**config.mk**
```make
export PLATFORM = sky130hd
export DESIGN_NAME = page_col_ptr
export DESIGN_NICKNAME = d
export VERILOG_FILES = /design/src/rtl/page_col_pkg.sv /design/src/rtl/page_col_arm.sv /design/src/rtl/page_col_counter.sv /design/src/rtl/page_col_ptr.sv
export SDC_FILE = /design/constraint.sdc
export NUM_CORES = 1
export LEC_CHECK = 0
export ABC_AREA = 1
export CORE_ASPECT_RATIO = 2
export CORE_MARGIN = 2
export CORE_UTILIZATION = 30
export CTS_BUF_LIST = sky130_fd_sc_hd__clkbuf_2
export DETAILED_ROUTE_END_ITERATION = 10
export GPL_ROUTABILITY_DRIVEN = 0
export GPL_TIMING_DRIVEN = 0
export HOLD_SLACK_MARGIN = 0.06
export SYNTH_ARGS = -nofsm -noshare
export SYNTH_HDL_FRONTEND = slang
export SYNTH_HIERARCHICAL = 1
export SYNTH_SLANG_ARGS = --single-unit
```
**constraint.sdc**
```tcl
create_clock -name clk_i -period 1.6 [get_ports clk_i]
set_input_delay 0.4 -clock clk_i [delete_from_list [all_inputs] [get_ports clk_i]]
set_output_delay 0.4 -clock clk_i [all_outputs]
set_load 0.02 [all_outputs]
```
**src/rtl/page_col_pkg.sv**
```systemverilog
package page_col_pkg;
  localparam int unsigned DEF_MAIN_BYTES  = 512;
  localparam int unsigned DEF_SPARE_BYTES = 16;

  typedef enum logic {REGION_MAIN = 1'b0, REGION_SPARE = 1'b1} region_e;
endpackage

```
**src/rtl/page_col_arm.sv**
```systemverilog
// Captures the spare enable at the lead position and flags early release.
module page_col_arm #(
  parameter int unsigned MAIN_BYTES = 512,
  parameter int unsigned IDX_W      = 10
) (
  input  logic             clk_i,
  input  logic             rst_ni,
  input  logic             load_i,
  input  logic             strobe_i,
  input  logic             spare_n_i,
  input  logic [IDX_W-1:0] ptr_i,
  input  logic             in_spare_i,
  input  logic             eop_i,
  output logic             armed_o,
  output logic             err_o
);
  localparam logic [IDX_W-1:0] LEAD_POS = IDX_W'(MAIN_BYTES - 2);

  always_ff @(posedge clk_i or negedge rst_ni) begin
    if (!rst_ni) begin
      armed_o <= 1'b0;
      err_o   <= 1'b0;
    end else if (load_i) begin
      armed_o <= 1'b0;
      err_o   <= 1'b0;
    end else begin
      if (strobe_i && !eop_i && ptr_i == LEAD_POS) armed_o <= !spare_n_i;
      if (in_spare_i && !eop_i && spare_n_i) err_o <= 1'b1;
    end
  end

  assert_err_sticky_R9: assert property (@(posedge clk_i) disable iff (!rst_ni)
    err_o && !load_i |=> err_o);
  assert_err_cause_R9: assert property (@(posedge clk_i) disable iff (!rst_ni)
    $rose(err_o) |-> $past(in_spare_i) && $past(spare_n_i));
endmodule

```
**src/rtl/page_col_counter.sv**
```systemverilog
// Column pointer over the flat main+spare index space.
module page_col_counter #(
  parameter int unsigned MAIN_BYTES  = 512,
  parameter int unsigned SPARE_BYTES = 16,
  parameter int unsigned IDX_W       = 10,
  parameter int unsigned COL_W       = 9,
  parameter int unsigned SOFF_W      = 4
) (
  input  logic             clk_i,
  input  logic             rst_ni,
  input  logic             load_i,
  input  logic             load_spare_i,
  input  logic [COL_W-1:0] col_i,
  input  logic             strobe_i,
  input  logic             armed_i,
  output logic [IDX_W-1:0] ptr_o,
  output logic             eop_o
);
  localparam logic [IDX_W-1:0] LAST_MAIN  = IDX_W'(MAIN_BYTES - 1);
  localparam logic [IDX_W-1:0] FIRST_SPR  = IDX_W'(MAIN_BYTES);
  localparam logic [IDX_W-1:0] LAST_ALL   = IDX_W'(MAIN_BYTES + SPARE_BYTES - 1);

  logic [IDX_W-1:0] load_val;

  always_comb begin
    if (load_spare_i) load_val = FIRST_SPR + IDX_W'(col_i[SOFF_W-1:0]);
    else              load_val = IDX_W'(col_i);
  end

  always_ff @(posedge clk_i or negedge rst_ni) begin
    if (!rst_ni) begin
      ptr_o <= '0;
      eop_o <= 1'b0;
    end else if (load_i) begin
      ptr_o <= load_val;
      eop_o <= 1'b0;
    end else if (strobe_i && !eop_o) begin
      if (ptr_o == LAST_MAIN) begin
        if (armed_i) ptr_o <= FIRST_SPR;
        else         eop_o <= 1'b1;
      end else if (ptr_o == LAST_ALL) begin
        eop_o <= 1'b1;
      end else begin
        ptr_o <= ptr_o + 1'b1;
      end
    end
  end

  assert_hold_at_eop_R8: assert property (@(posedge clk_i) disable iff (!rst_ni)
    eop_o && !load_i |=> $stable(ptr_o));
  assert_step_main_R3: assert property (@(posedge clk_i) disable iff (!rst_ni)
    strobe_i && !load_i && !eop_o && ptr_o < LAST_MAIN |=> ptr_o == $past(ptr_o) + 1'b1);
  assert_range_R10: assert property (@(posedge clk_i) disable iff (!rst_ni)
    ptr_o <= LAST_ALL);
endmodule

```
**src/rtl/page_col_ptr.sv**
```systemverilog
module page_col_ptr #(
  parameter int unsigned MAIN_BYTES  = page_col_pkg::DEF_MAIN_BYTES,
  parameter int unsigned SPARE_BYTES = page_col_pkg::DEF_SPARE_BYTES,
  localparam int unsigned IDX_W      = $clog2(MAIN_BYTES + SPARE_BYTES),
  localparam int unsigned COL_W      = $clog2(MAIN_BYTES)
) (
  input  logic             clk_i,
  input  logic             rst_ni,
  input  logic             load_i,
  input  logic [COL_W-1:0] col_i,
  input  logic             start_spare_i,
  input  logic             strobe_i,
  input  logic             spare_n_i,
  output logic [IDX_W-1:0] index_o,
  output logic             in_spare_o,
  output logic             end_of_page_o,
  output logic             proto_err_o
);
  import page_col_pkg::*;
  localparam int unsigned SOFF_W = $clog2(SPARE_BYTES);
  localparam logic [IDX_W-1:0] LAST_MAIN = IDX_W'(MAIN_BYTES - 1);

  logic    armed;
  logic    load_spare;
  region_e region;

  assign load_spare = start_spare_i && !spare_n_i;
  assign region     = (index_o >= IDX_W'(MAIN_BYTES)) ? REGION_SPARE : REGION_MAIN;
  assign in_spare_o = (region == REGION_SPARE);

  page_col_counter #(
    .MAIN_BYTES(MAIN_BYTES), .SPARE_BYTES(SPARE_BYTES),
    .IDX_W(IDX_W), .COL_W(COL_W), .SOFF_W(SOFF_W)
  ) u_counter (
    .clk_i(clk_i), .rst_ni(rst_ni), .load_i(load_i), .load_spare_i(load_spare),
    .col_i(col_i), .strobe_i(strobe_i), .armed_i(armed),
    .ptr_o(index_o), .eop_o(end_of_page_o)
  );

  page_col_arm #(.MAIN_BYTES(MAIN_BYTES), .IDX_W(IDX_W)) u_arm (
    .clk_i(clk_i), .rst_ni(rst_ni), .load_i(load_i), .strobe_i(strobe_i),
    .spare_n_i(spare_n_i), .ptr_i(index_o), .in_spare_i(in_spare_o),
    .eop_i(end_of_page_o), .armed_o(armed), .err_o(proto_err_o)
  );

  assert_spare_entry_R5: assert property (@(posedge clk_i) disable iff (!rst_ni)
    $rose(in_spare_o) && !$past(load_i) |-> $past(index_o) == LAST_MAIN);
  assert_refuse_R4: assert property (@(posedge clk_i) disable iff (!rst_ni)
    strobe_i && !load_i && !end_of_page_o && index_o == LAST_MAIN && !armed
    |=> end_of_page_o && index_o == LAST_MAIN);
endmodule

```
==> run_results.csv, run 1 <==
group,metric,value,unit
power,peakVddDrop,0.494,mV
worst_setup_path,critPathArrivalTime,1.81,ns
sta,fmax,643,MHz
global_routing,grt_first_pass_wirelength,5020,um
floorplan,dieArea,3990,um^2
power,cellPowerDensity,792,nW/um^2
drt,dr.pass1.iters,4,
global_routing,grt_pass1_vias,1101,
drt,ant_nets,0,
worst_setup_path,rr_worst_depth,9,
logic_synthesis,avgSynthCellArea,6.40,um^2
place,place_area,1360,um^2
clock_tree,htree_levels,1,
sta,hold_slack,0.501,ns
finish,utilization,44.2,%
sta,setup_viol,0,
floorplan,io_pins,28,
worst_setup_path,rrSetupSlack,0.05,ns
worst_setup_path,cp_common_cell,"buf_4",
finish,drive_gt1_share,24.3,%
drt,drt_iter0_drc,43,
sta,min_period,1.55,ns
place,placed_cells,222,
clock_tree,clock-sinks,13,
floorplan,die_x,45.7,um
worst_setup_path,path_max_fanout,10,
power,p_leak,0.777,nW
place,post-place-ws,-0.486,ns
logic_synthesis,synth.distinct_cells,25,
floorplan,core_area,3380,um^2
clock_tree,cts-buffers-inserted,3,
finish,fin_cells,238,
logic_synthesis,mappedNetlistArea,1040,um^2
logic_synthesis,ys_seq_area_share,31.2,%
drt,drc,0,
sta,hold_viol,0,
worst_setup_path,end_kind,"flip-flop",
sta,maxSlewViolCount,0,
sta,clock_skew,0.00882,ns
floorplan,die_h,87.4,um
outcome,outcome,"finished, final reports clean",
logic_synthesis,ys_ff_latch,13,
sta,rsz0062_at_grt,"yes",
drt,wl_per_cell,13.1,um
finish,fin_area,1490,um^2
sta,slew_headroom,52.3,%
clock_tree,clk_latency,0.30,ns
floorplan,row_count,30,
sta,tightest_slew,0.713,ns
worst_setup_path,cp.required,1.85,ns
worst_setup_path,path_cells,"clkdlybuf4s50_1 > buf_4 > clkinvlp_4 > buf_4 > nand2_4 > buf_6 > nand3_2 > nand2_1",
logic_synthesis,yosys_warnings,6,
logic_synthesis,synth_fp_nets,179,
floorplan,start_util,30.9,%
drt,viasPerCell,4.97,
clock_tree,path_clk_slew,0.16,ns
clock_tree,root_buffer,"clkbuf_2",
drt,wirelength,3130,um
worst_setup_path,crit_type,"input pin to flip-flop",
finish,nets,223,
worst_setup_path,r2r-start,"u_counter/ptr_o[1]$_DFFE_PN0P_",
worst_setup_path,slowest_stage,"clkdlybuf4s50_1",
sta,period_share,97.1,%
global_routing,grt_overflow_total,0,
worst_setup_path,cp-start-kind,"input pin",
sta,fin_ws,0.0459,ns
clock_tree,cts_tree,"yes",
worst_hold_path,hold_class,"input pin to async pin",
clock_tree,clockBufferDepth,2,
drt,route.vias.total,1184,
place,dp_hpwl,2310,um
flow_run,maxCapViolCount,0,
global_routing,grt_max_degree,14,
worst_setup_path,critPathTopFamily,"buffers and inverters",
finish,antennaDiodeCount,0,
place,portBuffers,27,
finish,area_delta_synth_final,43.0,%
logic_synthesis,synth_cells,163,
worst_setup_path,path_buf_inv,5,
worst_setup_path,slowest_delay,0.51,ns
global_routing,globalRouteTotalUtil,17.4,%
power,power,1.18,mW
sta,final.setup.tns,0,ns
worst_setup_path,r2r-end,"u_counter/ptr_o[8]$_DFFE_PN0P_",
global_routing,antenna_found_initial,0,
==> cell usage in the layout (no fill, tap or decap), types with 4 or more instances in the layout <==
master / synthesis / layout
nand2_1: 61 / 59
inv_1: 21 / 20
nand3_1: 18 / 17
clkdlybuf4s50_1: 0 / 14
buf_4: 0 / 14
dlygate4sd2_1: 0 / 11
nor2_1: 11 / 10
dfrtp_2: 0 / 7
dfrtp_1: 13 / 6
nand4_1: 5 / 5
o21ai_0: 5 / 5
nor2_2: 4 / 4
==> cells in the mapped netlist <==
master | count | area share, %
nand3b_1 | 1 | 0.72
inv_2 | 2 | 0.72
nor2_1 | 11 | 4.0
nor2_4 | 1 | 1.1
buf_6 | 1 | 1.1
ha_1 | 1 | 1.2
inv_1 | 21 | 7.6
nand2_1 | 61 | 22
or2_2 | 1 | 0.60
o31ai_1 | 1 | 0.72
o21ai_0 | 5 | 2.4
nand3_4 | 1 | 1.7
a21oi_1 | 1 | 0.48
nand3_1 | 18 | 8.6
clkbuf_1 | 1 | 0.36
xor2_1 | 3 | 2.5
nand2_2 | 2 | 1.2
buf_2 | 2 | 0.96
dfrtp_1 | 13 | 31
nand3_2 | 2 | 1.9
nand2_4 | 1 | 1.1
nor2_2 | 4 | 2.4
nand4_1 | 5 | 3.0
nor3_1 | 2 | 0.96
o21ai_2 | 2 | 1.7
==> logic make-up after synthesis <==
| group | count (synthesis) | synth area share, % |
|---|---|---|
| simple gates | 110 | 49.2 |
| compound gates | 9 | 5.28 |
| xor+xnor | 3 | 2.52 |
| flops | 13 | 31.2 |
| fa+ha+maj | 1 | 1.20 |
| buf+inv | 27 | 10.7 |
==> power by group <==
group	leakage (nW)	switching, mW	total (mW)	internal, mW
clock network	0.0164	0.131	0.187	0.0565
logic	0.604	0.297	0.530	0.232
registers	0.157	0.0824	0.465	0.382
total	0.777	0.510	1.18	0.671
==> sequential cells by signal, indices dropped and copies added, names as in the netlist <==
signal,flops
u_counter/ptr_o,10
u_arm/armed_o,1
u_arm/err_o,1
u_counter/eop_o,1
==> worst max-delay path by stage <==
| stage | from | endpoint | slack, ns | cells after the start |
|---|---|---|---|---|
| after floorplan | u_counter/ptr_o[1]$_DFFE_PN0P_ | u_counter/ptr_o[8]$_DFFE_PN0P_ | 0.004 | 9 |
| after global placement | load_i | u_counter/ptr_o[8]$_DFFE_PN0P_ | -0.53 | 8 |
| after detailed placement | load_i | u_counter/ptr_o[8]$_DFFE_PN0P_ | -0.49 | 8 |
| after CTS | u_counter/ptr_o[1]$_DFFE_PN0P_ | index_o[1] | 0.01 | 2 |
| after global routing | u_counter/ptr_o[1]$_DFFE_PN0P_ | u_counter/ptr_o[5]$_DFFE_PN0P_ | -0.04 | 10 |
| final | load_i | u_counter/ptr_o[9]$_DFFE_PN0P_ | 0.05 | 8 |
==> cell type report <==
class                   instances  area (um^2)
plain buffers                   4         30.0
multi-input cells             123          637
fillers                       373         1890
inverters                      23         90.1
clock buffers                   3         15.0
well taps                      32         40.0
clock inverters                 1         5.00
flip-flops and latches         13          334
repair buffers                 39          342
==> routing by layer <==
metal	GRT usage (%)	share of wire, %
met1	18.6	37
met4	11.4	3.7
met3	1.04	2.4
met2	30.6	56
met5	0	0
==> timing repair <==
item | 4_1_cts | 5_1_grt
endpoints found under the hold margin | 0 | 0
pin swaps | 1 | 1
endpoints found under the setup margin | 23 | 15
hold buffers | 0 | 0
gates cloned | 0 | 0
buffers inserted | 5 | 7
gates resized for setup | 22 | 14
Power figures use the tool's default switching activity.
==> inputs of run 2 (changes only) <==
--- a/config.mk
+++ b/config.mk
@@ -6,14 +6,14 @@
 export NUM_CORES = 1
 export LEC_CHECK = 0
 export ABC_AREA = 1
-export CORE_ASPECT_RATIO = 2
 export CORE_MARGIN = 2
-export CORE_UTILIZATION = 30
+export CORE_UTILIZATION = 50
 export CTS_BUF_LIST = sky130_fd_sc_hd__clkbuf_2
 export DETAILED_ROUTE_END_ITERATION = 10
 export GPL_ROUTABILITY_DRIVEN = 0
 export GPL_TIMING_DRIVEN = 0
 export HOLD_SLACK_MARGIN = 0.06
+export PLACE_DENSITY = 0.82
 export SYNTH_ARGS = -nofsm -noshare
 export SYNTH_HDL_FRONTEND = slang
 export SYNTH_HIERARCHICAL = 1
==> constraint.sdc (replaced) <==
create_clock -name clk_i -period 1.6 [get_ports clk_i]
set_input_delay 0.4 -clock clk_i [delete_from_list [all_inputs] [get_ports clk_i]]
set_output_delay 0.4 -clock clk_i [all_outputs]
set_load 0.005 [all_outputs]
==> run 2 against run 1 <==
Effect of this change: count of clock-buffer cells in the layout rose by 1; wire length rose by 21%; clock skew fell by 0.0015 ns; global-route usage rose by 9.8 points; power rose by 4.2%; non-clock buffer count rose by 11; sequential share of layout area fell by 1.9 points; first-iteration DRC count rose to 3.2 times the previous value; register-to-register slack got worse by 0.03 ns; critical endpoint unchanged; largest cell class unchanged.
==> run_results.csv, run 2 (synthesis gave the netlist of run 1 again) <==
group,metric,value,unit
global_routing,grt_overflow_total,0,
drt,drc,0,
finish,top_register,"u_counter/ptr_o",
worst_setup_path,critPathArrivalTime,1.77,ns
power,peakVddDrop,0.577,mV
worst_setup_path,crit_type,"flip-flop to flip-flop",
sta,slew_headroom,59.3,%
clock_tree,cts_tree,"yes",
drt,wl_per_cell,15.5,um
finish,largest_reg_flops,10,
clock_tree,holdBufCountCts,0,
finish,utilization,83.5,%
sta,rsz0062_at_grt,"yes",
sta,hold_slack,0.380,ns
finish,area_delta_synth_final,57.0,%
place,portBuffers,27,
worst_hold_path,min_path_cells,2,
power,cellPowerDensity,751,nW/um^2
floorplan,io_pins,28,
sta,maxSlewViolCount,0,
sta,clock_skew,0.00729,ns
sta,setup_viol,0,
finish,drive_gt1_share,30.0,%
sta,hold_viol,0,
finish,layout_common_cells,"59 x nand2_1, 22 x buf_4, 18 x inv_1",
floorplan,row_count,16,
finish,antennaDiodeCount,0,
drt,drt_iter0_drc,139,
drt,dr.pass1.iters,6,
finish,nFillCells,115,
floorplan,start_util,53.2,%
floorplan,die_h,49.7,um
clock_tree,clk_latency,0.29,ns
floorplan,die_x,49.7,um
drt,ant_nets,0,
clock_tree,htree_levels,1,
clock_tree,clockBufferDepth,2,
finish,nets,234,
drt,wirelength,3790,um
worst_setup_path,end_kind,"flip-flop",
worst_hold_path,hold_class,"input pin to flip-flop",
drt,viasPerCell,5.61,
sta,fmax,632,MHz
sta,period_share,98.9,%
global_routing,globalRouteTotalUtil,27.2,%
sta,tightest_slew,0.608,ns
power,p_leak,0.940,nW
worst_setup_path,path_max_fanout,6,
clock_tree,path_clk_slew,0.14,ns
floorplan,dieArea,2470,um^2
floorplan,core_area,1960,um^2
drt,route.vias.total,1370,
global_routing,grt_max_degree,14,
global_routing,grt_pass1_vias,1201,
flow_run,maxCapViolCount,0,
clock_tree,clock-sinks,13,
sta,min_period,1.58,ns
global_routing,antenna_found_initial,0,
clock_tree,root_buffer,"clkbuf_2",
worst_setup_path,rr_worst_depth,10,
finish,final_common_cell,"nand2_1",
worst_setup_path,cp-start-kind,"flip-flop",
clock_tree,cts-buffers-inserted,3,
outcome,outcome,"finished, final reports clean",
worst_setup_path,cp.required,1.79,ns
global_routing,grt_first_pass_wirelength,5200,um
place,dp_hpwl,2190,um
## run 2: cell count changes in the layout (fill, tap and decap cells not counted), moves of 2 or more
| cell | before | now |
|---|---|---|
| buf_4 | 14 | 22 |
| dlygate4sd2_1 | 11 | 3 |
| dlymetal6s2s_1 | 0 | 10 |
| inv_1 | 20 | 18 |
| inv_2 | 2 | 4 |
| nor2_1 | 10 | 8 |
| nor2_2 | 4 | 6 |
## run 2: report_power, final
part | internal [mW] | switching [mW]
sequential | 0.382 | 0.0310
clock | 0.0662 | 0.121
combinational | 0.302 | 0.329
total | 0.750 | 0.480
## run 2: metal layers
layer	global-route usage [%]	wire length (um)	vias to the layer above
met1	34.2	1480	620
met5	0	0	-
met3	4.55	333	23
met4	8.33	121	0
li1	-	-	616
met2	47.3	1860	111
## run 2: timing repair
action,CTS,global route
pin swaps,1,10
setup endpoints to repair,22,20
endpoints found under the hold margin,0,0
gates resized for setup,15,22
gates cloned,0,1
setup buffers,15,7
## run 2: layout make-up
class	count	area, um^2	area share (%)
Buffer	4	35.0	2.14
Clock buffer	4	20.0	1.22
Tap cell	27	33.8	2.06
Inverter	23	90.1	5.50
Timing Repair Buffer	50	482	29.4
Sequential cell	13	335	20.5
Multi-Input combinational cell	123	642	39.2
## run 2: path summary, 6_finish.rpt
path,start,to,slack [ns]
max in group asynchronous,rst_ni,u_counter/ptr_o[8]$_DFFE_PN0P_,0.69
worst max-delay path,u_counter/ptr_o[7]$_DFFE_PN0P_,u_counter/ptr_o[9]$_DFFE_PN0P_,0.02
worst min-delay path,load_i,u_arm/err_o$_DFFE_PN0P_,0.38
min in group asynchronous,rst_ni,u_counter/ptr_o[6]$_DFFE_PN0P_,0.47
worst min register to register,u_arm/err_o$_DFFE_PN0P_,u_arm/err_o$_DFFE_PN0P_,0.54
worst max register to register,u_counter/ptr_o[7]$_DFFE_PN0P_,u_counter/ptr_o[9]$_DFFE_PN0P_,0.02
## run 2: per-stage QoR
| step | total power [mW] | area, um^2 | instances | setup WS, ns | setup TNS [ns] |
|---|---|---|---|---|---|
| 2_1_floorplan | 0.675 | 1040 | 163 | 0.104 | 0 |
| 3_3_place_gp | 0.874 | 1350 | 217 | -0.470 | -3.66 |
| 3_5_place_dp | 0.887 | 1350 | 217 | -0.493 | -3.87 |
| 4_1_cts | 1.15 | 1500 | 236 | 0.0114 | 0 |
| 5_1_grt | 1.30 | 1640 | 244 | -0.0419 | -0.145 |
| 6_report | 1.23 | 1640 | 244 | 0.0171 | 0 |
## run 2: critical path, stage by stage (launching register included)
cell,delay [ns]
dfrtp_2,0.43
buf_4,0.15
inv_1,0.07
nand3_1,0.10
nor2_2,0.13
nand2_2,0.10
nand3_4,0.13
nand2_4,0.09
clkbuf_16,0.16
nand3_2,0.06
nand2_1,0.06
==> inputs of run 3 (changes only) <==
--- a/config.mk
+++ b/config.mk
@@ -6,14 +6,17 @@
 export NUM_CORES = 1
 export LEC_CHECK = 0
 export ABC_AREA = 1
+export CELL_PAD_IN_SITES_DETAIL_PLACEMENT = 1
+export CELL_PAD_IN_SITES_GLOBAL_PLACEMENT = 2
+export CORE_ASPECT_RATIO = 2
 export CORE_MARGIN = 2
-export CORE_UTILIZATION = 50
+export CORE_UTILIZATION = 26
 export CTS_BUF_LIST = sky130_fd_sc_hd__clkbuf_2
 export DETAILED_ROUTE_END_ITERATION = 10
 export GPL_ROUTABILITY_DRIVEN = 0
 export GPL_TIMING_DRIVEN = 0
 export HOLD_SLACK_MARGIN = 0.06
-export PLACE_DENSITY = 0.82
+export PLACE_DENSITY_LB_ADDON = 0.1
 export SYNTH_ARGS = -nofsm -noshare
 export SYNTH_HDL_FRONTEND = slang
 export SYNTH_HIERARCHICAL = 1
==> run 3 against run 2 <==
Effect of this change: design area increased by 8.1%; via count fell by 3.9%; clock skew rose by 0.0016 ns; global-route usage fell by 7.2 points; largest cell class unchanged.
==> run_results.csv, run 3 (synthesis gave the netlist of run 1 again) <==
group,metric,value,unit
clock_tree,clock-sinks,13,
power,cellPowerDensity,732,nW/um^2
global_routing,globalRouteTotalUtil,20.0,%
finish,fin_cells,273,
sta,tightest_slew,0.701,ns
drt,wirelength,4290,um
place,portBuffers,27,
floorplan,row_count,32,
finish,drive_gt1_share,36.0,%
finish,layout_common_cells,"57 x nand2_1, 24 x buf_4, 16 x inv_1",
finish,antennaDiodeCount,0,
drt,ant_nets,0,
drt,wl_per_cell,15.7,um
power,peakVddDrop,0.313,mV
global_routing,grt_max_degree,14,
sta,clock_skew,0.00886,ns
drt,drc,0,
outcome,outcome,"finished, final reports clean",
worst_setup_path,path_max_fanout,5,
clock_tree,cts_tree,"yes",
clock_tree,cts-buffers-inserted,3,
worst_hold_path,hold_class,"input pin to flip-flop",
place,dp_hpwl,2820,um
sta,period_share,97.5,%
sta,maxSlewViolCount,0,
global_routing,grt_overflow_total,0,
floorplan,start_util,27.1,%
flow_run,maxCapViolCount,0,
finish,fin_area,1770,um^2
sta,final.setup.tns,0,ns
floorplan,dieArea,4570,um^2
floorplan,die_h,93.6,um
place,placed_cells,241,
worst_hold_path,min_path_cells,2,
sta,fmax,641,MHz
worst_setup_path,cp-start-kind,"flip-flop",
floorplan,core_area,3840,um^2
worst_setup_path,rr_worst_depth,10,
global_routing,antenna_found_initial,0,
worst_setup_path,end_kind,"flip-flop",
finish,top_register,"u_counter/ptr_o",
clock_tree,path_clk_slew,0.14,ns
power,p_leak,0.957,nW
sta,min_period,1.56,ns
global_routing,grt_first_pass_wirelength,6960,um
worst_setup_path,r2r-start,"u_counter/ptr_o[0]$_DFFE_PN0P_",
power,power,1.30,mW
drt,viasPerCell,4.82,
worst_hold_path,worstHoldStart,"load_i",
place,place_area,1380,um^2
worst_setup_path,cp.required,1.79,ns
sta,hold_viol,0,
floorplan,io_pins,28,
finish,nets,239,
finish,utilization,46.1,%
drt,route.vias.total,1316,
drt,dr.pass1.iters,4,
drt,drt_iter0_drc,22,
clock_tree,holdBufCountCts,0,
sta,slew_headroom,53.1,%
worst_setup_path,setup.worst_path.start,"u_counter/ptr_o[0]$_DFFE_PN0P_",
clock_tree,clk_latency,0.28,ns
clock_tree,clockBufferDepth,2,
clock_tree,root_buffer,"clkbuf_2",
worst_setup_path,crit_type,"flip-flop to flip-flop",
finish,final_common_cell,"nand2_1",
global_routing,grt_pass1_vias,1471,
worst_setup_path,critPathArrivalTime,1.75,ns
finish,area_delta_synth_final,69.7,%
floorplan,die_x,48.8,um
sta,setup_viol,0,
clock_tree,htree_levels,1,
finish,largest_reg_flops,10,
## run 3: critical path: stages, from the launching register on
cell and delay (ns):
dfrtp_2 0.41, ha_2 0.21, nand2_4 0.09, nor2_4 0.15
nand3_1 0.14, nand2_2 0.14, inv_1 0.10, nand2_1 0.08
nand2_1 0.05, nand2_1 0.06, nand2_1 0.05
## run 3: path summary, 6_finish.rpt
check	slack, ns	end
setup / recovery	0.04	u_counter/ptr_o[5]$_DFFE_PN0P_
min in group asynchronous	0.51	u_counter/ptr_o[6]$_DFFE_PN0P_
setup reg to reg	0.04	u_counter/ptr_o[5]$_DFFE_PN0P_
hold / removal	0.34	u_arm/err_o$_DFFE_PN0P_
max in group asynchronous	0.59	u_counter/ptr_o[2]$_DFFE_PN0P_
hold reg to reg	0.61	u_counter/ptr_o[9]$_DFFE_PN0P_
## run 3: layout make-up
class	count	area, um^2
tap	51	63.8
multi-input combinational	123	692
timing repair buffer	55	524
fill	497	2070
buffer	4	37.5
sequential	13	338
clock buffer	4	20.0
inverter	23	95.1
## run 3: where the power goes
| group | internal (mW) | switching [mW] | total [mW] |
|---|---|---|---|
| clock | 0.0663 | 0.122 | 0.189 |
| sequential | 0.384 | 0.0367 | 0.421 |
| combinational | 0.330 | 0.356 | 0.686 |
## run 3: metrics by stage
| step | hold slack, ns | setup slack [ns] |
|---|---|---|
| finish | 0.343 | 0.0399 |
| global route | 0.325 | -0.0608 |
| CTS | 0.520 | 0.00448 |
| detailed placement | 0.518 | -0.644 |
| global placement | 0.513 | -0.576 |
| floorplan | 0.104 | 0.104 |
## run 3: timing repair
action                                  in CTS  in global routing
pin swaps                                    6                 10
gates cloned                                 1                  0
endpoints found under the setup margin      23                 19
buffers inserted                            21                  7
resized for setup                           30                 31
## run 3: metal layers
| metal | vias up | GRT usage [%] | routed length [um] |
|---|---|---|---|
| li1 | 630 | - | - |
| met1 | 639 | 19.2 | 1490 |
| met2 | 35 | 40.0 | 2590 |
| met3 | 12 | 2.72 | 112 |
| met4 | 0 | 10.0 | 103 |
| met5 | - | 0 | 0 |
